==> src/rtl/ild_pkg.sv <==
package ild_pkg;
  localparam int OPC_W   = 4;
  localparam int SEL_W   = 6;
  localparam int WORD_W  = 2 * SEL_W + OPC_W;
  localparam int LEN_W   = 2;
  localparam int COST_W  = 3;
  localparam int BASE_W  = 2;
  localparam int NUM_OPS = 2;

  localparam int A_LSB = OPC_W;
  localparam int B_LSB = OPC_W + SEL_W;

  // operand selectors that pull one more word from the stream
  localparam logic [SEL_W-1:0] SEL_IDX_LO = 6'h10;
  localparam logic [SEL_W-1:0] SEL_IDX_HI = 6'h17;
  localparam logic [SEL_W-1:0] SEL_NW_IND = 6'h1e;
  localparam logic [SEL_W-1:0] SEL_NW_LIT = 6'h1f;

  localparam logic [SEL_W-1:0] EXT_CALL = 6'h01;

  typedef enum logic [OPC_W-1:0] {
    OP_EXT  = 4'h0, OP_MOVE = 4'h1, OP_ADD  = 4'h2, OP_SUB  = 4'h3,
    OP_MUL  = 4'h4, OP_DIV  = 4'h5, OP_REM  = 4'h6, OP_SHL  = 4'h7,
    OP_SHR  = 4'h8, OP_AND  = 4'h9, OP_OR   = 4'ha, OP_XOR  = 4'hb,
    OP_TEQ  = 4'hc, OP_TNE  = 4'hd, OP_TGT  = 4'he, OP_TBIT = 4'hf
  } opcode_e;

  typedef struct packed {
    logic              is_ext;
    logic [OPC_W-1:0]  opcode;
    logic [SEL_W-1:0]  ext_op;
    logic [SEL_W-1:0]  sel_a;
    logic [SEL_W-1:0]  sel_b;
    logic [LEN_W-1:0]  len;
    logic [COST_W-1:0] cost;
    logic [COST_W-1:0] cost_fail;
    logic              is_cond;
    logic              illegal;
  } dec_result_t;

  localparam int RESULT_W = $bits(dec_result_t);
endpackage

==> src/rtl/ild_operand_words.sv <==
module ild_operand_words #(
  parameter int SW = ild_pkg::SEL_W
) (
  input  logic [SW-1:0] sel,
  input  logic          present,
  output logic          extra
);
  logic indexed;
  logic next_word;

  always_comb begin
    indexed   = (sel >= ild_pkg::SEL_IDX_LO) && (sel <= ild_pkg::SEL_IDX_HI);
    next_word = (sel == ild_pkg::SEL_NW_IND) || (sel == ild_pkg::SEL_NW_LIT);
    extra     = present && (indexed || next_word);
  end
endmodule

==> src/rtl/ild_cost_table.sv <==
module ild_cost_table
  import ild_pkg::*;
(
  input  logic              is_ext,
  input  logic [OPC_W-1:0]  opcode,
  input  logic [SEL_W-1:0]  ext_op,
  output logic [BASE_W-1:0] base_cost,
  output logic              is_cond,
  output logic              illegal
);
  always_comb begin
    base_cost = 2'd1;
    is_cond   = 1'b0;
    illegal   = 1'b0;
    if (is_ext) begin
      if (ext_op == EXT_CALL) begin
        base_cost = 2'd2;
      end else begin
        base_cost = 2'd1;
        illegal   = 1'b1;
      end
    end else begin
      unique case (opcode_e'(opcode))
        OP_MOVE, OP_AND, OP_OR, OP_XOR:        base_cost = 2'd1;
        OP_ADD, OP_SUB, OP_MUL, OP_SHL, OP_SHR: base_cost = 2'd2;
        OP_DIV, OP_REM:                         base_cost = 2'd3;
        OP_TEQ, OP_TNE, OP_TGT, OP_TBIT: begin
          base_cost = 2'd2;
          is_cond   = 1'b1;
        end
        default:                                base_cost = 2'd1;
      endcase
    end
  end
endmodule

==> src/rtl/ild_out_stage.sv <==
module ild_out_stage #(
  parameter int W = 8
) (
  input  logic         clk,
  input  logic         rst_n,
  input  logic         in_valid,
  output logic         in_ready,
  input  logic [W-1:0] in_data,
  output logic         out_valid,
  input  logic         out_ready,
  output logic [W-1:0] out_data
);
  logic         valid_q;
  logic [W-1:0] data_q;
  logic         take;

  assign in_ready  = !valid_q || out_ready;
  assign take      = in_valid && in_ready;
  assign out_valid = valid_q;
  assign out_data  = data_q;

  always_ff @(posedge clk) begin
    if (!rst_n) begin
      valid_q <= 1'b0;
    end else if (take) begin
      valid_q <= 1'b1;
    end else if (out_ready) begin
      valid_q <= 1'b0;
    end
  end

  always_ff @(posedge clk) begin
    if (take) begin
      data_q <= in_data;
    end
  end
endmodule

==> src/rtl/instr_len_decoder.sv <==
module instr_len_decoder
  import ild_pkg::*;
(
  input  logic              clk,
  input  logic              rst_n,
  input  logic              in_valid,
  output logic              in_ready,
  input  logic [WORD_W-1:0] in_word,
  output logic              out_valid,
  input  logic              out_ready,
  output logic              out_is_ext,
  output logic [OPC_W-1:0]  out_opcode,
  output logic [SEL_W-1:0]  out_ext_op,
  output logic [SEL_W-1:0]  out_sel_a,
  output logic [SEL_W-1:0]  out_sel_b,
  output logic [LEN_W-1:0]  out_len,
  output logic [COST_W-1:0] out_cost,
  output logic [COST_W-1:0] out_cost_fail,
  output logic              out_is_cond,
  output logic              out_illegal
);
  logic [OPC_W-1:0]  low_op;
  logic [SEL_W-1:0]  mid_field;
  logic [SEL_W-1:0]  top_field;
  logic              ext_form;
  logic [SEL_W-1:0]  op_sel   [NUM_OPS];
  logic              op_there [NUM_OPS];
  logic              op_extra [NUM_OPS];
  logic [BASE_W-1:0] base_cost;
  logic              cond;
  logic              bad_ext;
  logic [LEN_W-1:0]  extra_sum;
  dec_result_t       dec_d;
  dec_result_t       dec_q;

  assign low_op    = in_word[OPC_W-1:0];
  assign mid_field = in_word[A_LSB +: SEL_W];
  assign top_field = in_word[B_LSB +: SEL_W];
  assign ext_form  = (low_op == '0);

  // extended form carries its single operand in the top field
  assign op_sel[0]   = ext_form ? top_field : mid_field;
  assign op_there[0] = 1'b1;
  assign op_sel[1]   = top_field;
  assign op_there[1] = !ext_form;

  for (genvar g = 0; g < NUM_OPS; g++) begin : g_operand
    ild_operand_words #(.SW(SEL_W)) u_words (
      .sel     (op_sel[g]),
      .present (op_there[g]),
      .extra   (op_extra[g])
    );
  end

  always_comb begin
    extra_sum = '0;
    for (int i = 0; i < NUM_OPS; i++) begin
      extra_sum = extra_sum + LEN_W'(op_extra[i]);
    end
  end

  ild_cost_table u_cost (
    .is_ext    (ext_form),
    .opcode    (low_op),
    .ext_op    (mid_field),
    .base_cost (base_cost),
    .is_cond   (cond),
    .illegal   (bad_ext)
  );

  always_comb begin
    dec_d.is_ext    = ext_form;
    dec_d.opcode    = ext_form ? '0 : low_op;
    dec_d.ext_op    = ext_form ? mid_field : '0;
    dec_d.sel_a     = op_sel[0];
    dec_d.sel_b     = ext_form ? '0 : top_field;
    dec_d.len       = LEN_W'(1) + extra_sum;
    dec_d.cost      = COST_W'(base_cost) + COST_W'(extra_sum);
    dec_d.cost_fail = dec_d.cost + COST_W'(cond);
    dec_d.is_cond   = cond;
    dec_d.illegal   = bad_ext;
  end

  ild_out_stage #(.W(RESULT_W)) u_stage (
    .clk       (clk),
    .rst_n     (rst_n),
    .in_valid  (in_valid),
    .in_ready  (in_ready),
    .in_data   (dec_d),
    .out_valid (out_valid),
    .out_ready (out_ready),
    .out_data  (dec_q)
  );

  assign out_is_ext    = dec_q.is_ext;
  assign out_opcode    = dec_q.opcode;
  assign out_ext_op    = dec_q.ext_op;
  assign out_sel_a     = dec_q.sel_a;
  assign out_sel_b     = dec_q.sel_b;
  assign out_len       = dec_q.len;
  assign out_cost      = dec_q.cost;
  assign out_cost_fail = dec_q.cost_fail;
  assign out_is_cond   = dec_q.is_cond;
  assign out_illegal   = dec_q.illegal;
endmodule

==> config.mk <==
export PLATFORM = sky130hd
export DESIGN_NAME = instr_len_decoder
export DESIGN_NICKNAME = d
export VERILOG_FILES = /design/src/rtl/ild_pkg.sv /design/src/rtl/ild_operand_words.sv /design/src/rtl/ild_cost_table.sv /design/src/rtl/ild_out_stage.sv /design/src/rtl/instr_len_decoder.sv
export SDC_FILE = /design/constraint.sdc
export NUM_CORES = 1
export LEC_CHECK = 0
export BUFFER_PORTS_ARGS = -buffer_cell sky130_fd_sc_hd__buf_4
export CORE_UTILIZATION = 25
export DETAILED_ROUTE_END_ITERATION = 10
export PLACE_DENSITY = 0.51
export SLEW_MARGIN = 20
export SYNTH_ARGS = -nofsm -noshare
export SYNTH_HDL_FRONTEND = slang
export SYNTH_SLANG_ARGS = --single-unit
==> constraint.sdc <==
create_clock -name clk -period 2.7 [get_ports clk]
set_input_delay 0.135 -clock clk [delete_from_list [all_inputs] [get_ports clk]]
set_output_delay 0.135 -clock clk [all_outputs]
set_load 0.1 [all_outputs]
==> summary.md <==
| Metric | Value |
|---|---|
| Status | `finished clean` |
| Max_slew headroom | `a little over half` |
| Final ANT Viol Nets | `0` |
| Unrepaired setup endpoints after global routing | `no` |
| Crit path from | `in_word[3]` |
| Buffers on Ports | `54` |
| Total power | `about 1.4 mW` |
| Logic pwr share | `a little under a third` |
| Setup_tns | `0 ns` |
| HPWL Detailed | `roughly 2.3 mm` |
| Buffer count from post-CTS setup fixing | `0` |
| Clock skew | `about 0.00084 ns` |
| Antenna diodes | `0` |
| DRC | `0` |
| Max-cap viol count | `0` |
| Worst skew pair latency | `0.28 ns` |
| Critical Path Sink Type | `register` |
| FF+latch count, synth | `34` |
| Boundary Pins | `55` |
| Final worst path period need | `roughly 2.3 ns` |
| Sw Ratio | `a little over a third` |
| Sequential power share | `between 40% and 50%` |
| Htree depth | `2` |
| Grt ovf | `0` |
| Pins Over Slew Limit | `0` |
| CP Data Arrival Time | `between 2 and 2.5 ns` |
| Starting density of the core | `about a quarter` |
| Rows | `27` |
| Clock Path Buffers | `2` |
| Global-route wire length before repair | `between 4 and 5 mm` |
| Net switching power | `0.513 mW` |
| Power Density | `about 680 nW/µm²` |
| Post-synth EDFFs | `33` |
| PostCTS Resize Cnt | `0` |
| FMAX | `between 400 and 500 MHz` |
| Ys Warns | `0` |
| Min-delay src | `in_word[0]` |
| Iter 0 DRT Violations | `28` |
| Root buf cell | `clkbuf_8` |
| Worst setup SP type | `input port` |
| Die Y-Extent | `about 79 µm` |
| Final hold vios | `0` |
| Largest net degree at the start of global routing | `21` |
| Post-Route WL | `2.98 mm` |
| Worst-path maximum fanout | `7` |
| CTS tree | `built` |
| Core box area | `roughly 5600 µm²` |
| Internal Pwr Total | `between 0.8 and 0.9 mW` |
| Post-Syn Area | `around 1500 µm²` |
| Ys flop type | `edfxtp_1` |
| CTS Sinks | `34` |
| Syn Area/Cell | `between 10 and 15 µm²` |
| Cells after synthesis | `101` |
| Nets | `185` |
| Critical path class | `input port to register` |
| Routability cong. | `roughly 0.76` |
| Vias in the first global route | `about 930` |
| Post-synthesis sequential area ratio | `slightly below 70%` |
| FF-to-FF Start | `u_stage.out_valid` |
| Register area | `around 1000 µm²` |
| Setup Viol. Count Final | `0` |
| Avg WL per Cell | `~13 µm` |
| Final Cycle Share | `85.6%` |
| Initial antenna violation count | `0` |
| Async set-reset flop share out of synthesis | `0%` |
| Post-CTS Hold Fix Bufs | `0` |
| Max VDD drop | `around 290 µV` |
| Die width | `about 79 µm` |
| DIE AREA | `around 6200 µm²` |
| Syn_nets | `between 100 and 150` |
| Clock power frac | `between 20% and 30%` |
| CTS Buf Count | `5` |
| WP data required | `around 2.7 ns` |
| Worst min path class | `input port to register` |
| Share of cells above drive strength 1 | `between 40% and 50%` |
| Tot GR Track Use | `10.0%` |
| Fillers | `586` |
| Clk slew on worst S/H paths | `around 0.06 ns` |
| P_leak | `about 0.86 nW` |
| Vias/cell | `between 4 and 5` |
| Via count | `between 900 and 1000` |
| Multi-input logic area | `slightly above 400 µm²` |
| Layout area overhead | `38.9%` |
| First-pass DRT Iterations | `4` |
| Worst Tran Pin Value | `about 0.7 ns` |
| Synth cell types | `25` |
-- cell usage in the layout (no fill, tap or decap), types with 3 or more instances in the layout --
| cell | netlist | routed |
|---|---|---|
| clkbuf_8 | 0 | 5 |
| mux2_2 | 5 | 5 |
| a21oi_1 | 3 | 3 |
| buf_4 | 2 | 56 |
| edfxtp_1 | 33 | 33 |
| nor2b_1 | 7 | 7 |
| inv_1 | 10 | 10 |
| o21ai_0 | 3 | 3 |
| and2_1 | 7 | 7 |
| nand2_1 | 4 | 4 |
| ha_1 | 5 | 5 |
-- cells by family after synthesis --
kind of cell | after synthesis | share of synthesized area (%)
multiplexers | 5 | 3.80
adder cells (fa/ha/maj) | 6 | 5.58
flip-flops | 34 | 68.3
XOR/XNOR | 1 | 0.592
buffers and inverters | 16 | 4.56
AND/OR/NAND/NOR | 25 | 10.8
AO/OA/AOI/OAI | 14 | 6.34
-- critical path, stage by stage --
cell and delay, ns:
buf_4 0.13, nor4_4 0.05, a2111oi_0 0.56, a21oi_1 0.09, ha_1 0.34, ha_1 0.15
inv_1 0.05, fa_1 0.47, inv_1 0.05, ha_1 0.20, xnor2_1 0.12
-- synth_stat cells, drive strengths merged, types with 2 or more instances --
cell	count	share of area (%)
edfxtp	33	67
inv	10	2.5
and2	7	3.0
nor2b	7	3.0
ha	5	4.2
mux2	5	3.8
clkbuf	4	1.0
nand2	4	1.0
a21oi	3	1.0
nand2b	3	1.3
o21ai	3	1.0
buf	2	1.0
nor2	2	0.51
o31ai	2	1.0
-- worst paths after layout --
path                           to  slack, ns  cells after the start
max reg2reg  u_stage.out_data[10]       1.18                      3
min reg2reg     u_stage.out_valid       0.51                      2
max           u_stage.out_data[4]       0.39                     11
min          u_stage.out_data[28]       0.09                      1
-- metal layers --
| layer | wire length [µm] | global-route usage (%) |
|---|---|---|
| met1 | 1320 | 12.3 |
| met2 | 1320 | 15.7 |
| met3 | 279 | 3.33 |
| met4 | 59 | 4.91 |
| met5 | 0 | 0 |
-- power groups by stage --
stage	Clock (mW)	Combinational, mW	Sequential [mW]
3_3_place_gp	0	0.431	0.648
2_1_floorplan	0	0.0581	0.916
6_report	0.332	0.431	0.637
4_1_cts	0.346	0.434	0.638
3_5_place_dp	0	0.434	0.649
5_1_grt	0.368	0.447	0.640
-- stage by stage --
| stage | setup slack [ns] | util [%] | instances | cell area, µm² | hold slack, ns |
|---|---|---|---|---|---|
| after global placement | 0.162 | 35.4 | 224 | 1980 | 0.373 |
| after floorplan | 0.0759 | - | 101 | 1480 | 0.274 |
| after global routing | 0.198 | 36.7 | 230 | 2060 | 0.0838 |
| after detailed placement | 0.105 | 35.4 | 224 | 1980 | 0.377 |
| final | 0.388 | 36.7 | 230 | 2060 | 0.0911 |
| after CTS | 0.403 | 36.7 | 230 | 2060 | 0.0850 |
-- state kept, by name, indices dropped and copies added (netlist names) --
name,flops
u_stage.out_valid,1
u_stage.out_data,33
-- area by class of cell --
| type | count | area share, % |
|---|---|---|
| Sequential cell | 34 | 49.2 |
| Timing Repair Buffer | 57 | 21.4 |
| Multi-Input combinational cell | 51 | 19.7 |
| Tap cell | 72 | 4.38 |
| Clock buffer | 5 | 3.35 |
| Inverter | 10 | 1.83 |
| Clock inverter | 1 | 0.183 |
(Power assumes the default switching activity.)
